==> src/rtl/tmr_bus_front.sv <==
module tmr_bus_front #(
  parameter logic [7:0] IDLE_BYTE = 8'hFF
) (
  input  logic        clk,
  input  logic        rst_n,
  input  logic        cs_n,
  input  logic        rd_n,
  input  logic        wr_n,
  input  logic [1:0]  addr,
  input  logic [7:0]  din,
  input  logic [23:0] ch_rdata,
  output logic [7:0]  dout,
  output logic        dout_en,
  output logic [7:0]  wr_byte,
  output logic [2:0]  load_stb,
  output logic [2:0]  ctrl_stb,
  output logic [1:0]  ctrl_rw,
  output logic [2:0]  ctrl_mode,
  output logic        ctrl_bcd,
  output logic [2:0]  cnt_latch_stb,
  output logic [2:0]  sts_latch_stb,
  output logic [2:0]  rd_stb
);
  localparam logic [1:0] CMD_ADDR = 2'b11;

  wire wr_now = !cs_n && !wr_n;
  wire rd_now = !cs_n && !rd_n;

  logic       wr_s, wr_p, rd_s, rd_p;
  logic [1:0] wa_s, ra_s;
  logic [7:0] wd_s;

  always_ff @(posedge clk) begin
    if (!rst_n) begin
      wr_s <= 1'b0;
      wr_p <= 1'b0;
      rd_s <= 1'b0;
      rd_p <= 1'b0;
      wa_s <= '0;
      ra_s <= '0;
      wd_s <= '0;
    end else begin
      wr_s <= wr_now;
      wr_p <= wr_s;
      rd_s <= rd_now;
      rd_p <= rd_s;
      if (wr_now) begin
        wa_s <= addr;
        wd_s <= din;
      end
      if (rd_now) ra_s <= addr;
    end
  end

  wire wr_fire = wr_s && !wr_p;
  wire rd_done = !rd_s && rd_p;

  wire       is_cmd = (wa_s == CMD_ADDR);
  wire [1:0] sc     = wd_s[7:6];
  wire [1:0] rl     = wd_s[5:4];
  wire       rb     = (sc == 2'b11);
  wire       rb_ok  = rb && !wd_s[0];
  wire [2:0] sc_hot = 3'b001 << sc;
  wire [2:0] rb_sel = wd_s[3:1];
  wire [2:0] mode_n = wd_s[2] ? {1'b0, wd_s[2:1]} : wd_s[3:1];

  logic [2:0] ld_n, cw_n, cl_n, sl_n, rs_n;

  always_comb begin
    ld_n = '0;
    cw_n = '0;
    cl_n = '0;
    sl_n = '0;
    rs_n = '0;
    if (wr_fire) begin
      if (!is_cmd) ld_n = 3'b001 << wa_s;
      else if (!rb) begin
        if (rl == 2'b00) cl_n = sc_hot;
        else             cw_n = sc_hot;
      end else if (rb_ok) begin
        if (!wd_s[5]) cl_n = rb_sel;
        if (!wd_s[4]) sl_n = rb_sel;
      end
    end
    if (rd_done && ra_s != CMD_ADDR) rs_n = 3'b001 << ra_s;
  end

  always_ff @(posedge clk) begin
    if (!rst_n) begin
      load_stb      <= '0;
      ctrl_stb      <= '0;
      cnt_latch_stb <= '0;
      sts_latch_stb <= '0;
      rd_stb        <= '0;
      wr_byte       <= '0;
      ctrl_rw       <= '0;
      ctrl_mode     <= '0;
      ctrl_bcd      <= 1'b0;
    end else begin
      load_stb      <= ld_n;
      ctrl_stb      <= cw_n;
      cnt_latch_stb <= cl_n;
      sts_latch_stb <= sl_n;
      rd_stb        <= rs_n;
      if (wr_fire) wr_byte <= wd_s;
      if (|cw_n) begin
        ctrl_rw   <= rl;
        ctrl_mode <= mode_n;
        ctrl_bcd  <= wd_s[0];
      end
    end
  end

  assign dout_en = rd_now;
  assign dout    = (addr == CMD_ADDR) ? IDLE_BYTE : ch_rdata[8*addr +: 8];
endmodule

==> config.mk <==
export PLATFORM = sky130hd
export DESIGN_NAME = tmr_bus_front
export DESIGN_NICKNAME = d
export VERILOG_FILES = /design/src/rtl/tmr_bus_front.sv
export SDC_FILE = /design/constraint.sdc
export NUM_CORES = 1
export LEC_CHECK = 0
export ABC_AREA = 1
export BUFFER_PORTS_ARGS = -buffer_cell sky130_fd_sc_hd__clkbuf_2
export CAP_MARGIN = 10
export CORE_MARGIN = 2
export CORE_UTILIZATION = 42
export CTS_CLUSTER_SIZE = 40
export DETAILED_ROUTE_END_ITERATION = 16
export PLACE_DENSITY = 0.76
export SKIP_LAST_GASP = 1
export SLEW_MARGIN = 40
export SYNTH_ARGS = -nofsm -noshare
export SYNTH_HDL_FRONTEND = slang
export SYNTH_SLANG_ARGS = --single-unit
==> constraint.sdc <==
create_clock -name clk -period 0.95 [get_ports clk]
set_clock_uncertainty 0.05 [all_clocks]
set_input_delay 0.0475 -clock clk [delete_from_list [all_inputs] [get_ports clk]]
set_output_delay 0.0475 -clock clk [all_outputs]
set_load 0.05 [all_outputs]
---- Word-level counts from Yosys, hierarchy flattened ----
Index checks and enable logic that the tools add are counted.
word-level totals
  register bits ........................... 45
  latch bits .............................. 0
  bits in writable memories ............... 0
  memory bits (read-only) ................. 0
  output and inout bits ................... 38
  logic and storage cells ................. 57
  memories ................................ 0
cells by class
  add/subtract/negate cells ............... 0
  multipliers ............................. 0
  divide/modulo/power cells ............... 0
  order comparisons ....................... 0
  equality and inequality tests ........... 4
  shift operators ......................... 4
  mux-type cells .......................... 10
  bitwise logic cells ..................... 5
  reduce and logical (&&, ||, !) cells .... 18
operators by type and width
  cell                 number
  $mux 3               9
  $shiftx 24x6->8      1
  $shl 1x2->3 const A  3
  $mux 8               1
  $eq 2x2->1 const B   3
  $logic_and 1x1->1    6
  $logic_not 1->1      6
  $reduce_or 3->1      2
  $reduce_or 6->1      1
  $not 1->1            5
  $reduce_and 3->1     1
  $logic_not 2->1      1
  $ne 2x2->1 const B   1
  $reduce_and 2->1     1

---- Depth between registers and ports, before layout ----
Gate-level depths: netlist of the first run.
  word-level depth ........................ 6
  mapped depth ............................ 7
  mapped depth without buffers ............ 7

---- Worst setup path before layout of the first run ----
OpenSTA, ideal clock, no wires.
  path type ............................... input port to output port
  start point ............................. in addr[0]
  end point ............................... out dout[0]
  arrival time ............................ 1226 ps
  data required time ...................... 852 ps
  path slack .............................. -374 ps
  cell stages on the path ................. 4
  buffers on the path ..................... 2
  path through ............................ buf_2 > buf_2 > a21oi_1 > a21oi_1
between the ends
  longest elaborated chain between the ends .. 2
  elaborated cells between the ends (all ways) .. 3
  classes of those cells .................. eq/ne: 1; shift: 1; mux: 1
ends and longest elaborated chain
  what                                                  line  text
  start: declaration                                    9     input logic [1:0] addr,
  $shiftx 24x6->8 / $eq 2x2->1 (equally long branches)  115   assign dout = (addr == CMD_ADDR) ? IDLE_BYTE : ch_rdata[8*addr +: 8];
  $mux 8 *                                              115
  end: declaration                                      12    output logic [7:0] dout,
Mark *: on every way between the ends. The rest lies on a longest branch, timed or not.

---- Worst setup path in the final report of the first run ----
  start point ............................. reg wr_s
  end point ............................... reg wr_byte[4]
between the ends
  longest elaborated chain between the ends .. 1
ends and longest elaborated chain
  what                      line  text
  start: declaration        29    logic wr_s, wr_p, rd_s, rd_p;
  start signal: assignment  43    wr_s <= wr_now;
  $logic_and 1x1->1         55    wire wr_fire = wr_s && !wr_p;
  end signal: assignment    105   if (wr_fire) wr_byte <= wd_s;
  end: declaration          14    output logic [7:0] wr_byte,
No other way between the ends.
A chain may end at the register's enable or synchronous reset.

==> impl.org, run 1 <==
** Run status
- Status :: complete, but fails checks
- The checks that failed: negative setup slack.

** Clock tree
- Clock tree buffer depth :: 2
- CTS buffer count :: 5
- The clock tree synthesis step divided the H-tree into 2 levels.
- Library cell used as clock root buffer :: clkbuf_8
- TritonCTS clock tree :: done
- Clock transition at the registers of the reported paths :: 0.09 ns
- For this design, the sink count on the clock tree is 45.
- For the worst-skew pair, the clock arrives at the later sink with an insertion delay of 0.31 ns.

** Floorplan
- Total number of placement rows :: 23
- The total area inside the core boundary comes to 4000 sq um.
- The floorplan step defined a die boundary enclosing 4670 sq um.
- The floorplan step set the die height to 68.3 um.
- Initial core utilization :: 0.434
- Number of placed I/O pins :: 77
- Die X :: 68.3 um

** Detailed routing
- Residual antenna-violating net count after detailed routing :: 0
- Detailed-route vias per instance :: 5.07
- Number of vias in the routed layout :: 1,947
- Number of detailed-routing iterations run before antenna repair :: 4
- After detailed routing, the average wire length per cell comes to 14.6 um.
- Total wire length :: 5610 um
- Final routed DRC violation total :: 0
- The detailed router finished its first iteration with 124 violations.

** Cells and area
- Number of fill cells :: 256
- Number of antenna diodes :: 0
- The library cell used most frequently in the layout, excluding fill and tap cells, is clkbuf_2.
- Number of standard cells in the layout, taps in and fillers out :: 384
- The net count of the finished layout is 372.
- Finished Cell Area :: 3110 sq um
- Area grow syn2layout :: 79.3%
- Sequential cell area :: 927 sq um
- The top cell types in the final layout, fill and taps aside, are clkbuf_2 (39), buf_4 (34), nand2_1 (28), dfxtp_1 (28), a21oi_1 (24).
- In the final layout, the share of cells above drive strength 1 is 0.551.
- Once layout is complete, the utilization of the core stands at 0.779.
- In the final layout, the multi-input gates occupy 1000 sq um.

** Logic synthesis
- A synthesized cell averages 7.86 sq um.
- After synthesis, the largest family of logic cells by area is simple AND/OR/NAND/NOR gates.
- Number of storage elements in the synthesis netlist :: 45
- In this run, distinct cell masters in the synthesized netlist total 20.
- The mapped netlist covers 1740 sq um.
- Post-synthesis simple-gate area fraction :: 0.239
- XOR/XNOR Fraction of Synth Area :: 0
- Complex-gate fraction of the synthesized area :: 0.173
- Number of nets in the synthesized netlist :: 260
- Yosys synthesis warning count :: 0
- Of the post-synthesis cell area, the part taken by muxes is 0.
- For this run, the register share of the synthesized area comes to 0.519.
- Synth Area in Adders :: 0
- Count of mapped cells out of synthesis :: 221

** Timing
- The worst path in the final design needs a cycle of 1.13 ns, including I/O delays and setup.
- Setup violations remaining at the end of the flow were counted as 29.
- Share of the clock period used by the worst path :: 1.19
- The worst pin sits at a relative slew slack of 0.801.
- Endpoints failing hold :: 0
- Slew Viols, Final :: 0
- Setup repair after global routing could not meet its margin everywhere.
- Slew @ Worst Pin :: 0.300 ns
- Setup slack after layout :: -0.179 ns
- Timing would allow up to 886 MHz.
- Final setup TNS :: -3.25 ns

** Global route
- Entering global routing, the biggest net connects 25 pins.
- The via count of the first global-routing pass was 1,657.
- For this run, the total global-route usage over all layers was measured as 0.213.
- After global routing the overflow that remains totals 0.
- Number of antenna violations at the first check in global routing :: 0
- The first global-routing pass estimated 7350 um of wire.

** Power
- The worst-case IR drop observed on VDD is 0.00121 V.
- Power per cell area :: 1330 nW/um^2
- Leakage :: 0.00136 uW
- Overall power consumption after layout is estimated at 4130 uW.

** Worst setup path
- CP Class :: reg2reg
- Endpoint type of the worst setup path :: flip-flop
- STA classifies the critical path startpoint as a flip-flop.
- Critical path, cell by cell :: inv_4 -> nor2_8 -> buf_6 -> clkbuf_16 -> o21ai_1 -> a21oi_1
- Worst endpoint required time :: 1.14 ns
- Worst Path Arrival :: 1.32 ns
- The largest single stage delay on the critical path is 0.38 ns.
- Critical Path Fanout Max :: 4
- Slowest cell on the critical path :: dfxtp_4

** Placement
- Number of port buffers :: 76
- Placed standard-cell area :: 2440 sq um
- Including well taps, the total number of placed cells is 360.
- Detailed placement ended at an HPWL of 3230 um.
- At the end of routability-driven placement, the weighted congestion stood at 0.863.

** Worst hold path
- Tightest Hold Check Type :: in2reg

** Job
- Max Cap Violations :: 0
[per-stage QoR]
step / setup WS (ns) / hold slack, ns
2_1_floorplan: -0.115 / 0.0743
4_1_cts: -0.116 / 0.00300
3_3_place_gp: -0.153 / 0.195
6_report: -0.179 / 0.0106
5_1_grt: -0.222 / 0.0261
3_5_place_dp: -0.156 / 0.200
[cells by family (layout without fill, tap and decap cells)]
kind of cell           after synthesis  count (layout)
AOI/OAI and AO/OA                   60              60
buffers and inverters               28             140
DFF                                 45              45
and+or+nand+nor                     88              89
[area by class of cell]
cell class,instances,share of cell area
Timing Repair Buffer,112,0.307
Multi-Input combinational cell,149,0.321
Clock buffer,6,0.0233
Clock inverter,2,0.00482
Tap cell,50,0.0201
Inverter,20,0.0261
Sequential cell,45,0.298
[critical path, delay by kind of cell, from the launching register on]
| family | cells | cell delay, ns |
|---|---|---|
| DFF | 1 | 0.38 |
| buffers and inverters | 3 | 0.34 |
| AOI/OAI and AO/OA | 2 | 0.18 |
| and+or+nand+nor | 1 | 0.11 |
[cell usage after synthesis]
library cell,instances,share of area
dfxtp_1,45,0.52
a21oi_1,40,0.12
nand2_1,33,0.071
nor2_1,26,0.056
o21ai_0,18,0.052
inv_1,15,0.032
nor3_1,13,0.037
buf_2,6,0.017
nand2_2,4,0.014
nand3_1,4,0.012
inv_2,3,0.0065
nor2_2,3,0.011
clkinv_1,2,0.0043
nor2_8,2,0.023
o21ai_1,2,0.0058
buf_6,1,0.0065
clkbuf_1,1,0.0022
nand2_4,1,0.0065
nand3b_1,1,0.0043
nand4_1,1,0.0036
[flip-flops by register name, indices dropped and copies added (netlist names)]
signal and count:
load_stb 3, wd_s 8, ctrl_mode 3, sts_latch_stb 3
wr_p 1, ctrl_bcd 1, wr_s 1, ra_s 2
wa_s 2, wr_byte 8, ctrl_rw 2, cnt_latch_stb 3
rd_s 1, rd_stb 3, rd_p 1, ctrl_stb 3
[where the power goes]
group	switching, uW	total (uW)	internal [uW]
Sequential	48.9	2000	1950
Combinational	567	955	388
Clock	659	1180	518
Total	1270	4130	2850
[layer usage]
metal / vias up / share of wire / global-route usage / wire length [um]
met5: - / 0 / 0 / 0
met4: 0 / 0.033 / 0.0475 / 185
met3: 19 / 0.051 / 0.0658 / 286
met2: 67 / 0.52 / 0.381 / 2940
met1: 913 / 0.39 / 0.248 / 2200
li1: 948 / - / - / -
[path summary, 6_finish.rpt]
path / start / endpoint / slack [ns] / cells past startpoint
max reg2reg: wr_s / wr_byte[4] / -0.18 / 6
max: wr_s / wr_byte[4] / -0.18 / 6
min: rd_n / ra_s[0] / 0.01 / 3
min reg2reg: rd_s / rd_p / 0.40 / 2
[timing repair]
item / 4_1_cts / 5_1_grt
pin swaps: 7 / 10
hold buffers: 9 / 1
setup buffers: 0 / 3
endpoints found under the hold margin: 8 / 1
setup endpoints to repair: 62 / 54
gates resized for setup: 68 / 73
gates cloned: 1 / 2
No activity file was read; power rests on OpenSTA's default activity.
==> run 2: changes to the inputs <==
--- a/config.mk
+++ b/config.mk
@@ -5,7 +5,7 @@
 export SDC_FILE = /design/constraint.sdc
 export NUM_CORES = 1
 export LEC_CHECK = 0
-export ABC_AREA = 1
+export ABC_AREA = 0
 export BUFFER_PORTS_ARGS = -buffer_cell sky130_fd_sc_hd__clkbuf_2
 export CAP_MARGIN = 10
 export CORE_MARGIN = 2
==> impl.org, run 2 <==
** Run status
- Status :: complete, but fails checks (unchanged)
- Violated checks :: negative setup slack (unchanged)

** Timing
- The slew at the pin closest to its max-slew limit was 0.278 ns (was 0.300 ns).
- Endpoints failing hold :: 0 (unchanged)
- Final setup violating endpoints :: 31 (was 29)
- Slew Limit Headroom :: 0.814 (was 0.801)
- Tmin final :: 1.26 ns (was 1.13 ns)
- The final worst slack is -0.314 ns (was -0.179 ns).
- Fmax :: 791 MHz (was 886 MHz)
- Share of the clock period used by the worst path :: 1.33 (was 1.19)
- Unrepaired setup endpoints after global routing: true (unchanged).
- The worst hold margin came to 0.0144 ns (was 0.0106 ns).
- Slew Viols, Final :: 0 (unchanged)

** Floorplan
- Area of the core region :: 4060 sq um (was 4000 sq um)
- The chip width was 69.5 um (was 68.3 um).
- The area of the die was 4830 sq um (was 4670 sq um).
- Vertical die dimension :: 69.5 um (was 68.3 um)
- Number of placed I/O pins :: 77 (unchanged)
- Initial core utilization :: 0.444 (was 0.434)
- The row count is 23 (unchanged).

** Worst setup path
- The startpoint-to-endpoint class of the critical path is reg2reg (unchanged).
- The critical path launch point type is a flip-flop (unchanged).
- The endpoint arrival time on the critical path was 1.44 ns (was 1.32 ns).
- Worst endpoint required time :: 1.12 ns (was 1.14 ns)
- The sort of element at the end of the critical path was a flip-flop (unchanged).
- The highest fanout seen on the critical path was 6 (was 4).

** Logic synthesis
- Top cells by area in the synthesized netlist :: dfxtp_1 (50%), nand2_1 (10%), a21boi_0 (8.3%) (was dfxtp_1 (52%), a21oi_1 (12%), nand2_1 (7.1%))
- Number of nets in the synthesized netlist :: 231 (was 260)
- The main flop type after synthesis is dfxtp_1 (unchanged).
- The count of flip-flops with a built-in enable after synthesis came to 0 (unchanged).
- Count of mapped cells out of synthesis :: 192 (was 221)
- The number of warnings reported in the yosys synthesis log was 0 (unchanged).
- Number of storage elements in the synthesis netlist :: 45 (unchanged)
- Sequential element share of the synthesized area :: 0.500 (was 0.519)
- Library cell with the highest instance count after synthesis :: nand2_1 (was dfxtp_1)
- Number of library cell types mapped by synthesis :: 25 (was 20)
- Most common library cells after synthesis: nand2_1 (50), dfxtp_1 (45), a21boi_0 (20) (was dfxtp_1 (45), a21oi_1 (40), nand2_1 (33)).
- The library cell occupying the most area in the post-synthesis netlist is dfxtp_1 (unchanged).
- Synth Cell Area :: 1800 sq um (was 1740 sq um)
- The area share of the largest cell type after synthesis is 0.500 (was 0.519).
- The mean instance size in the synthesized netlist came to 9.38 sq um (was 7.86 sq um).
- The async set or reset register ratio after synthesis is 0 (unchanged).

** Clock tree
- The number of levels in the clock H-tree came to 2 (unchanged).
- The clock insertion delay at the later pin of the skew report was 0.30 ns (was 0.31 ns).
- Library cell used as clock root buffer :: clkbuf_8 (unchanged)
- The buffer depth of the longest clock path came to 2 (unchanged).
- Clock transition at the registers of the reported paths :: 0.09 ns (about the same)
- The CTS tree is done (unchanged).
- The number of clock buffers inserted by TritonCTS was 5 (unchanged).
- The count of clock tree sinks came to 45 (unchanged).

** Global route
- The maximum number of pins on one net before global-route repair was 31 (was 25).
- Global routing usage on met3 :: 0.0567 (was 0.0658)
- Number of antenna violations at the first check in global routing :: 0 (unchanged)
- GR peak layer :: met2 (unchanged)
- The global routing usage on met1 came to 0.234 (was 0.248).
- The via count of the first global-routing pass was 1,856 (was 1,657).
- The met2 usage in global routing came to 0.389 (was 0.381).
- Global-route wire length before repair :: 8360 um (was 7350 um)
- The total routing usage reported by global routing is 0.215 (was 0.213).
- Final global-route overflow total :: 0 (unchanged)

** Power
- The leakage power total was 0.00133 uW (was 0.00136 uW).
- The internal power came to 2880 uW (was 2850 uW).
- The switching power was 1110 uW (was 1270 uW).
- The maximum vdd drop is 0.000872 V (was 0.00121 V).
- The share of total power in sequential cells came to 0.490 (was 0.483).
- Power per cell area :: 1250 nW/um^2 (was 1330 nW/um^2)
- The combinational fraction of design power was 0.208 (was 0.231).
- The part of the power in the clock network was 0.301 (was 0.285).
- The switching power share of the total was 0.278 (was 0.309).

** Cells and area
- The layout overhead on the synthesized area is 77.2% (was 79.3%).
- The proportion of layout cells with a drive suffix above 1 is 0.581 (was 0.551).
- The number of nets at the end of the flow was 336 (was 372).
- The count of placed standard cells in the final layout, fillers left out came to 348 (was 384).
- Number of antenna diodes :: 0 (unchanged)
- The most frequent standard cell in the layout excluding fill and tap cells is nand2_1 (was clkbuf_2).
- Top flop regs: wd_s (8), wr_byte (8) (unchanged).
- The final non-filler cell area was 3190 sq um (was 3110 sq um).
- Top library cells by usage in the layout, fill and taps aside :: nand2_1 (47), clkbuf_2 (38), buf_4 (36) (was clkbuf_2 (39), buf_4 (34), nand2_1 (28), dfxtp_1 (28), a21oi_1 (24))
- Final core utilization :: 0.786 (was 0.779)

** Detailed routing
- Wire length per cell :: 15.6 um (was 14.6 um)
- The post-detailed-route DRC marker count was 0 (unchanged).
- Number of vias in the routed layout :: 1,733 (was 1,947)
- The violation count after the first detailed-route iteration is 55 (was 124).
- The total length of routed wires came to 5420 um (was 5610 um).
- The number of iterations in the first detailed-routing pass is 4 (unchanged).
- Detailed-route vias per instance :: 4.98 (was 5.07)
- The number of nets with antenna violations after routing came to 0 (unchanged).

** Placement
- The number of buffers inserted by port buffering is 76 (unchanged).
- The detailed-placement wirelength estimate is 3140 um (was 3230 um).
- The number of instances in the placed design came to 328 (was 360).
- The placer congestion estimate was 0.785 (was 0.863).
- The total placed instance area was 2450 sq um (was 2440 sq um).

** Worst hold path
- The path class of the lowest-slack min-delay path is in2reg (unchanged).

** Job
- The number of maximum-capacitance violations was 0 (unchanged).
## run 2: path summary, 6_finish.rpt
check                                start          to  slack [ns]  depth (start not counted)
worst max-delay path               wd_s[5]  ctrl_rw[0]       -0.31                          4
worst min-delay path                  rd_n     ra_s[1]        0.01                          4
worst max register to register     wd_s[5]  ctrl_rw[0]       -0.31                          4
worst min register to register  wr_byte[3]  wr_byte[3]        0.41                          2
## run 2: area by class of cell
| class | count | area (sq um) |
|---|---|---|
| clock buffer | 6 | 72.6 |
| clock inverter | 2 | 15.0 |
| fill | 251 | 867 |
| inverter | 2 | 7.51 |
| multi-input combinational | 131 | 1060 |
| sequential | 45 | 937 |
| tap | 50 | 62.6 |
| timing repair buffer | 112 | 1040 |
## run 2: what timing repair did
action                                  in CTS  in global routing
endpoints found under the setup margin      62                 59
endpoints found under the hold margin        8                  0
pin swaps                                   11                 12
buffers inserted                             2                  3
cloned                                       1                  0
hold buffers                                 8                  0
resized for setup                           95                 61
## run 2: per-layer routing
layer / vias up / wire, um
li1: 860 / -
met1: 798 / 2180
met2: 66 / 2840
met3: 9 / 293
met4: 0 / 108
met5: - / 0
## run 2: kinds of logic (layout without fill, tap and decap cells)
logic type	Yosys count	after routing	share of synthesized area
AND/OR/NAND/NOR	83	83	0.220
multiplexers	14	14	0.0834
flip-flops	45	45	0.500
AO/OA/AOI/OAI	34	34	0.158
buffers and inverters	16	122	0.0389
## run 2: stage by stage
step                      worst slack [ns]  setup TNS [ns]  power [uW]
after floorplan                     -0.364           -3.92        2370
after global placement              -0.238           -5.15        2570
after detailed placement            -0.294           -5.80        2580
after CTS                           -0.277           -3.49        3920
after global routing                -0.392           -5.91        4110
final                               -0.314           -4.32        3990
## run 2: power by group through the flow
| stage | combinational (uW) | clock (uW) | sequential [uW] |
|---|---|---|---|
| final | 832 | 1200 | 1960 |
| after global routing | 872 | 1280 | 1960 |
| after CTS | 778 | 1180 | 1960 |
| after detailed placement | 578 | 0 | 2000 |
| after global placement | 570 | 0 | 2000 |
| after floorplan | 365 | 0 | 2010 |
## run 2: critical path, stage by stage, from the launching register on
cell       delay, ns
dfxtp_4         0.38
nor2_4          0.05
a2111oi_4       0.33
buf_6           0.19
mux2i_1         0.18
